### src/rtl/pcm_tx_pkg.sv
`timescale 1ns/1ps
package pcm_tx_pkg;

    // Per-signal edge information derived from one oversampled input
    typedef struct packed {
        logic level;
        logic rise;
        logic fall;
    } sig_edge_t;

    // Transmit sequencer states
    typedef enum logic [1:0] {
        TX_IDLE  = 2'd0,
        TX_ARMED = 2'd1,
        TX_SEND  = 2'd2,
        TX_LINGER = 2'd3
    } tx_state_e;

    // Control strobes from sequencer to datapath
    typedef struct packed {
        logic load;
        logic shift;
    } dp_ctrl_t;

    // Saturating increment
    function automatic logic [7:0] sat_inc8(input logic [7:0] v, input logic [7:0] lim);
        return (v < lim) ? v + 8'd1 : v;
    endfunction

endpackage

### src/rtl/pcm_edge_det.sv
`timescale 1ns/1ps
module pcm_edge_det
    import pcm_tx_pkg::*;
#(
    parameter int N = 2
) (
    input  logic                  clk,
    input  logic                  rst,
    input  logic [N-1:0]          din,
    output sig_edge_t [N-1:0]     ev
);

    logic [N-1:0] prev_q;

    for (genvar i = 0; i < N; i++) begin : g_bit
        always_ff @(posedge clk) begin
            if (rst) prev_q[i] <= 1'b0;
            else     prev_q[i] <= din[i];
        end
        assign ev[i].level = din[i];
        assign ev[i].rise  = din[i] & ~prev_q[i];
        assign ev[i].fall  = ~din[i] & prev_q[i];
    end

endmodule

### src/rtl/pcm_sync_classifier.sv
`timescale 1ns/1ps
module pcm_sync_classifier
    import pcm_tx_pkg::*;
#(
    parameter int LONG_MIN = 3
) (
    input  logic      clk,
    input  logic      rst,
    input  sig_edge_t bit_ev,
    input  sig_edge_t fs_ev,
    output logic      long_mode
);

    localparam logic [7:0] LIM = 8'(LONG_MIN);

    logic [7:0] hi_cnt_q;
    logic       long_q;

    always_ff @(posedge clk) begin
        if (rst) begin
            hi_cnt_q <= 8'd0;
            long_q   <= 1'b0;
        end else begin
            if (fs_ev.rise) begin
                hi_cnt_q <= bit_ev.fall ? 8'd1 : 8'd0;
            end else if (fs_ev.level && bit_ev.fall) begin
                hi_cnt_q <= sat_inc8(hi_cnt_q, LIM);
            end
            if (fs_ev.fall) begin
                long_q <= (hi_cnt_q >= LIM);
            end
        end
    end

    assign long_mode = long_q;

endmodule

### src/rtl/pcm_tx_seq.sv
`timescale 1ns/1ps
module pcm_tx_seq
    import pcm_tx_pkg::*;
#(
    parameter int WORD_W = 8
) (
    input  logic      clk,
    input  logic      rst,
    input  logic      pwr_en,
    input  sig_edge_t bit_ev,
    input  sig_edge_t fs_ev,
    input  logic      long_mode,
    output dp_ctrl_t  ctrl,
    output logic      drive
);

    localparam int BL_W = (WORD_W > 2) ? $clog2(WORD_W) : 1;
    localparam logic [BL_W-1:0] LAST = BL_W'(WORD_W - 1);

    tx_state_e       state_q, state_d;
    logic [BL_W-1:0] left_q, left_d;
    logic            flong_q, flong_d;

    always_comb begin
        state_d    = state_q;
        left_d     = left_q;
        flong_d    = flong_q;
        ctrl.load  = 1'b0;
        ctrl.shift = 1'b0;
        case (state_q)
            TX_IDLE: begin
                if (long_mode) begin
                    if (fs_ev.rise) begin
                        flong_d = 1'b1;
                        if (bit_ev.level) begin
                            ctrl.load = 1'b1;
                            left_d    = LAST;
                            state_d   = TX_SEND;
                        end else begin
                            state_d   = TX_ARMED;
                        end
                    end
                end else if (bit_ev.fall && fs_ev.level) begin
                    flong_d = 1'b0;
                    state_d = TX_ARMED;
                end
            end
            TX_ARMED: begin
                if (bit_ev.rise) begin
                    ctrl.load = 1'b1;
                    left_d    = LAST;
                    state_d   = TX_SEND;
                end
            end
            TX_SEND: begin
                if (bit_ev.rise && left_q != '0) begin
                    ctrl.shift = 1'b1;
                    left_d     = left_q - 1'b1;
                end else if (bit_ev.fall && left_q == '0) begin
                    state_d = (flong_q && fs_ev.level) ? TX_LINGER : TX_IDLE;
                end
            end
            TX_LINGER: begin
                if (!fs_ev.level) state_d = TX_IDLE;
            end
            default: state_d = TX_IDLE;
        endcase
        if (!pwr_en) begin
            ctrl.load  = 1'b0;
            ctrl.shift = 1'b0;
        end
    end

    always_ff @(posedge clk) begin
        if (rst || !pwr_en) begin
            state_q <= TX_IDLE;
            left_q  <= '0;
            flong_q <= 1'b0;
        end else begin
            state_q <= state_d;
            left_q  <= left_d;
            flong_q <= flong_d;
        end
    end

    assign drive = (state_q == TX_SEND) || (state_q == TX_LINGER);

endmodule

### src/rtl/pcm_tx_datapath.sv
`timescale 1ns/1ps
module pcm_tx_datapath
    import pcm_tx_pkg::*;
#(
    parameter int WORD_W = 8
) (
    input  logic              clk,
    input  logic              rst,
    input  logic [WORD_W-1:0] code_in,
    input  logic              code_valid,
    input  dp_ctrl_t          ctrl,
    output logic              msb
);

    logic [WORD_W-1:0] hold_q;
    logic [WORD_W-1:0] sh_q;

    always_ff @(posedge clk) begin
        if (rst) begin
            hold_q <= '0;
            sh_q   <= '0;
        end else begin
            if (code_valid) hold_q <= code_in;
            if (ctrl.load)       sh_q <= hold_q;
            else if (ctrl.shift) sh_q <= {sh_q[WORD_W-2:0], 1'b0};
        end
    end

    assign msb = sh_q[WORD_W-1];

endmodule

### src/rtl/pcm_tx_port.sv
`timescale 1ns/1ps
module pcm_tx_port
    import pcm_tx_pkg::*;
#(
    parameter int WORD_W   = 8,
    parameter int LONG_MIN = 3
) (
    input  logic              clk,
    input  logic              rst,
    input  logic              pwr_en,
    input  logic              bclk,
    input  logic              fsync,
    input  logic [WORD_W-1:0] code_in,
    input  logic              code_valid,
    output logic              sdata,
    output logic              sdata_oe,
    output logic              long_mode
);

    localparam int SIG_N = 2;

    sig_edge_t [SIG_N-1:0] ev;
    dp_ctrl_t              ctrl;
    logic                  msb;
    logic                  drive;
    logic                  mode;

    pcm_edge_det #(.N(SIG_N)) u_edges (
        .clk (clk),
        .rst (rst),
        .din ({fsync, bclk}),
        .ev  (ev)
    );

    pcm_sync_classifier #(.LONG_MIN(LONG_MIN)) u_class (
        .clk       (clk),
        .rst       (rst),
        .bit_ev    (ev[0]),
        .fs_ev     (ev[1]),
        .long_mode (mode)
    );

    pcm_tx_seq #(.WORD_W(WORD_W)) u_seq (
        .clk       (clk),
        .rst       (rst),
        .pwr_en    (pwr_en),
        .bit_ev    (ev[0]),
        .fs_ev     (ev[1]),
        .long_mode (mode),
        .ctrl      (ctrl),
        .drive     (drive)
    );

    pcm_tx_datapath #(.WORD_W(WORD_W)) u_dp (
        .clk        (clk),
        .rst        (rst),
        .code_in    (code_in),
        .code_valid (code_valid),
        .ctrl       (ctrl),
        .msb        (msb)
    );

    assign sdata_oe  = drive;
    assign sdata     = drive & msb;
    assign long_mode = mode;

endmodule

### config.mk
export PLATFORM = sky130hd
export DESIGN_NAME = pcm_tx_port
export DESIGN_NICKNAME = d
export VERILOG_FILES = /design/src/rtl/pcm_tx_pkg.sv /design/src/rtl/pcm_edge_det.sv /design/src/rtl/pcm_sync_classifier.sv /design/src/rtl/pcm_tx_seq.sv /design/src/rtl/pcm_tx_datapath.sv /design/src/rtl/pcm_tx_port.sv
export SDC_FILE = /design/constraint.sdc
export NUM_CORES = 1
export LEC_CHECK = 0
export ABC_CLOCK_PERIOD_IN_PS = 4300
export BUFFER_PORTS_ARGS = -buffer_cell sky130_fd_sc_hd__buf_2
export CAP_MARGIN = 15
export CORE_UTILIZATION = 55
export DETAILED_ROUTE_END_ITERATION = 6
export PLACE_DENSITY = 0.77
export SLEW_MARGIN = 20
export SYNTH_ARGS = -nofsm -noshare
export SYNTH_HDL_FRONTEND = slang
export SYNTH_SLANG_ARGS = --single-unit
### constraint.sdc
create_clock -name clk -period 4.3 [get_ports clk]
set_clock_uncertainty 0.2 [all_clocks]
set_input_delay 0.86 -clock clk [delete_from_list [all_inputs] [get_ports clk]]
set_output_delay 0.86 -clock clk [all_outputs]
set_load 0.1 [all_outputs]
## Word level (Yosys, flattened, before mapping)

Index checks and enable logic that the tools add are counted.

| operators by class | value |
|---|---|
| eq/ne operators | 14 |
| add/subtract/negate cells | 2 |
| multiplexer cells | 33 |
| reductions and logical operators | 19 |
| bitwise gates (word level) | 9 |
| order comparisons | 2 |

Operators with widths:

| kind | number |
|---|---|
| $mux 8 | 5 |
| $mux 2 | 10 |
| $mux 3 | 5 |
| $ne 2x2->1 const B | 6 |
| $reduce_and 6->1 | 2 |
| $mux 1 | 10 |
| $pmux 3 s3 | 1 |
| $add 8x1->8 const B | 1 |
| $ge 8x2->1 const B | 1 |
| $lt 8x2->1 const B | 1 |
| $pmux 2 s4 | 1 |
| $reduce_bool 2->1 | 4 |
| $ne 2x1->1 const B | 3 |
| $ne 3x3->1 const B | 2 |
| $reduce_bool 3->1 | 2 |
| $and 1x1->1 | 5 |
| $eq 2x2->1 const B | 2 |
| $logic_and 1x1->1 | 4 |
| $not 1->1 | 4 |
| $logic_not 3->1 | 1 |
| $reduce_and 3->1 | 1 |
| $sub 3x1->3 const B | 1 |
| $eq 2x1->1 const B | 1 |
| $logic_not 2->1 | 1 |
| 4 further kinds | 5 |

| storage, ports and cells | value |
|---|---|
| flip-flop bits (word level) | 33 |
| input bits | 14 |
| word-level logic and storage cells | 88 |

## Longest topological paths before layout

| logic depth | value |
|---|---|
| word-level depth | 8 |
| depth in mapped cells | 7 |

## Cells and area by module

A second synthesis with hierarchy kept.

| second synthesis, totals | value |
|---|---|
| cells, all modules | 162 |
| area, all modules | 1,544.0 sq um |

Modules (own cells, without submodules):

| module | instances | cells each | area an instance (sq um) | seq. area each (sq um) |
|---|---|---|---|---|
| pcm_tx_datapath | 1 | 61 | 653.1 | 320.3 |
| pcm_tx_seq | 1 | 58 | 465.4 | 120.1 |
| pcm_sync_classifier | 1 | 32 | 326.6 | 180.2 |
| pcm_edge_det | 1 | 10 | 92.6 | 40.0 |
| pcm_tx_port | 1 | 1 | 6.3 | 0.0 |

## Worst setup path after synthesis

No wires, ideal clock.

| timing path | value |
|---|---|
| kind | reg2out |
| from | register u_seq.state_q[1] |
| to | output port sdata_oe |
| path buffers | 2 |
| path slack | 1.930 ns |
| arrival | 1.310 ns |
| stages on the path, launching flop included | 3 |
| path through | dfxtp_1 -> buf_2 -> clkbuf_1 |

| between the ends | value |
|---|---|
| cells in the longest elaborated chain, start to end | 2 |

Ends and longest elaborated chain:

| element | line | RTL |
|---|---|---|
| start, declared | pcm_tx_seq.sv:20 | `tx_state_e state_q, state_d;` |
| start signal, assigned | pcm_tx_seq.sv:80 | `state_q <= state_d;` |
| $eq 2x2->1 | pcm_tx_seq.sv:86 | `assign drive = (state_q == TX_SEND) \|\| (state_q == TX_LINGER);` |
| $logic_or 1x1->1 (*) | pcm_tx_seq.sv:86 |  |
| end, declared | pcm_tx_port.sv:16 | `output logic sdata_oe,` |

Every way passes the cells marked *; elsewhere a longest branch is shown, timed or not.

## Worst setup path after layout

| timing path | value |
|---|---|
| from | register u_seq.state_q[1] |
| to | output port sdata |

| between the ends | value |
|---|---|
| cells in the longest elaborated chain, start to end | 3 |

Ends and longest elaborated chain:

| element | line | RTL |
|---|---|---|
| $eq 2x2->1 | pcm_tx_seq.sv:86 |  |
| $logic_or 1x1->1 (*) | pcm_tx_seq.sv:86 |  |
| $and 1x1->1 (*) | pcm_tx_port.sv:64 | `assign sdata = drive & msb;` |
| end, declared | pcm_tx_port.sv:15 | `output logic sdata,` |

Marks and branches as above.

==> flow_summary_export.csv <==
group,metric,value,unit
layout,regArea,661,um^2
placement,dp.final_hpwl,1980,um
clock_tree,cts_hold_buf,0,
routing,viasPerCell,5.71,
placement,gp_congestion,0.734,
placement,port_buffers,16,
routing,drc,0,
power,p_per_area,348,nW/um^2
sta,timing_hold_violations_final,0,
synth,yosys_most_used_dff,"dfxtp_1",
layout,fillers,223,
setup_path,path_cells,"and2_1 > buf_2",
global_route,grt_usage,23.6,%
layout,nNetsFinal,189,
clock_tree,post_cts_buffers,0,
floorplanning,dieArea,2950,um^2
clock_tree,path_clk_slew,100,ps
setup_path,cp-end-kind,"output pin",
clock_tree,cts_buffers,5,
routing,wl,2890,um
global_route,grt_start_max_net_pins,24,
setup_path,max_stage_delay,520,ps
setup_path,crit_arrival,1440,ps
floorplanning,die-width,54.4,um
setup_path,cp_max_fo,11,
sta,tightestPinTransition,551,ps
sta,fin_crit_sh,58.2,%
synth,synth_cells,158,
setup_path,worst_path_max_delay_cell,"dfxtp_1",
synth,synth_top_area_share,43.8,%
floorplanning,io_pins,17,
sta,max_freq,0.399,GHz
routing,postRouteAntennaNets,0,
synth,ys_seq_area_share,43.8,%
run,maxCapViolCount,0,
synth,synth_area_per_cell,9.54,um^2
sta,relSlewSlack,63.2,%
floorplanning,die_h,54.4,um
sta,setup_viol,0,
layout,multiInputGateArea,766,um^2
sta,maxSlewViolCount,0,
setup_path,cp-start-kind,"flip-flop",
layout,antennaDiodeCount,0,
synth,synth_area,1510,um^2
routing,firstDrtPassIters,4,
sta,rsz0062_at_grt,"false",
setup_path,required,3240,ps
clock_tree,cts_tree,"done",
clock_tree,ctsResizeCount,0,
synth,synth_cell_types,38,
clock_tree,clockRootBuffer,"clkbuf_4",
global_route,antenna_found_initial,0,
clock_tree,clock_latency,340,ps
synth,synth_top_cell_by_area,"dfxtp_1",
synth,synth_top_cells_by_area,"dfxtp_1, mux2i_1, a311oi_2",
clock_tree,cts.sinks,33,
layout,drive_gt1_share,19.1,%
sta,period_needed,2500,ps
global_route,grt_overflow,0,
floorplanning,core_area,2520,um^2
synth,synth_edf_count,0,
power,leakage,0.653,nW
floorplanning,initial_core_util,59.8,%
setup_path,path_class,"reg2out",
global_route,grt_pass1_vias,1106,
outcome,status,"completed",
routing,dr.first_iter.drc_count,21,
routing,post_drt_wl_per_cell,14.2,um
synth,yosysWarnings,0,
sta,hold_slack,269,ps
clock_tree,h-tree-depth,2,
power,peakVddDrop,0.298,mV
sta,setup_tns,0,ps
global_route,grt_pass1_wl,4770,um
synth,async_flop_share,0,%
hold_path,min_path_type,"reg2reg",
synth,syn_nets,175,
routing,vias,1160,
clock_tree,cts_buffer_depth,2,
floorplanning,std_cell_rows,18,
synth,ys_ff_latch,33,
layout,area_growth_syn_to_layout,8.55,%
-- registers in the layout, summed over array words and instances, names as in the netlist --
name	flops
u_class.hi_cnt_q	8
u_class.long_mode	1
u_dp.hold_q	8
u_dp.sh_q	8
u_edges.prev_q	2
u_seq.flong_q	1
u_seq.left_q	3
u_seq.state_q	2
-- layout by cell type, fill, tap and decap left out, types with 3 or more instances in the layout --
master,n
a311oi_2,6
nand3_1,9
buf_2,16
nor2_1,17
nor3_1,4
mux2i_1,12
a21oi_1,4
nand2_1,9
and2b_1,3
nor2b_1,5
dfxtp_1,33
a211oi_1,3
and2_1,7
nand2b_1,6
ha_1,3
clkbuf_4,5
inv_1,6
-- stage by stage --
stage / power (mW) / cell area, um^2 / setup slack, ps / util [%] / cells
6_report: 0.570 / 1640 / 1800 / 64.9 / 203
5_1_grt: 0.592 / 1640 / 1690 / 64.9 / 203
4_1_cts: 0.575 / 1640 / 1780 / 64.9 / 203
3_5_place_dp: 0.376 / 1570 / 1980 / 62.1 / 195
3_3_place_gp: 0.374 / 1570 / 2030 / 62.1 / 195
2_1_floorplan: 0.363 / 1510 / 1930 / - / 158
-- power breakdown --
group	leakage (nW)	internal, mW	switching [mW]	total, mW
sequential	0.268	0.314	0.00734	0.322
combinational	0.343	0.0202	0.0278	0.0481
clock	0.0413	0.0947	0.105	0.200
total	0.653	0.429	0.141	0.570
-- routing by layer --
layer | GRT usage [%] | vias to the layer above | wire length (um)
met5 | 0 | - | 0
met4 | 12.4 | 0 | 39
met3 | 8.33 | 4 | 122
met2 | 37.2 | 22 | 1360
met1 | 27.9 | 549 | 1360
li1 | - | 585 | -
-- critical path: cells and delay by family (launching register included) --
kind	cells	cell delay, ps
DFF	1	520
buffers and inverters	1	410
and+or+nand+nor	1	170
-- logic make-up after synthesis --
family	share of synthesized area (%)
adders and majority gates	2.49
xor gates and xnor gates	0.581
buffers and inverters	5.39
and+or+nand+nor	24.1
AOI/OAI and AO/OA	15.6
DFF	43.8
muxes	7.97
-- synth_stat cells, drive strengths merged, types with 4 or more instances --
library cell / count
a311oi: 7
nor2: 17
nand2: 9
nor3: 4
dfxtp: 33
a21oi: 4
nand2b: 6
buf: 6
inv: 6
and2: 7
nor2b: 6
mux2i: 12
nand3: 9
-- final timing paths --
| kind | start | endpoint | slack, ps | cells after the start |
|---|---|---|---|---|
| worst min-delay path | u_class.hi_cnt_q[2] | u_class.hi_cnt_q[2] | 270 | 1 |
| worst max register to register | u_seq.state_q[0] | u_dp.sh_q[7] | 2360 | 4 |
| worst min register to register | u_class.hi_cnt_q[2] | u_class.hi_cnt_q[2] | 270 | 1 |
| worst max-delay path | u_seq.state_q[1] | sdata | 1800 | 2 |
-- cell type report --
type | instances | share of cell area (%)
clock inverter | 1 | 0.306
sequential | 33 | 40.4
multi-input combinational | 110 | 46.8
timing repair buffer | 16 | 4.89
clock buffer | 7 | 3.98
tap | 30 | 2.29
inverter | 6 | 1.38
Power figures use the tool's default switching activity.
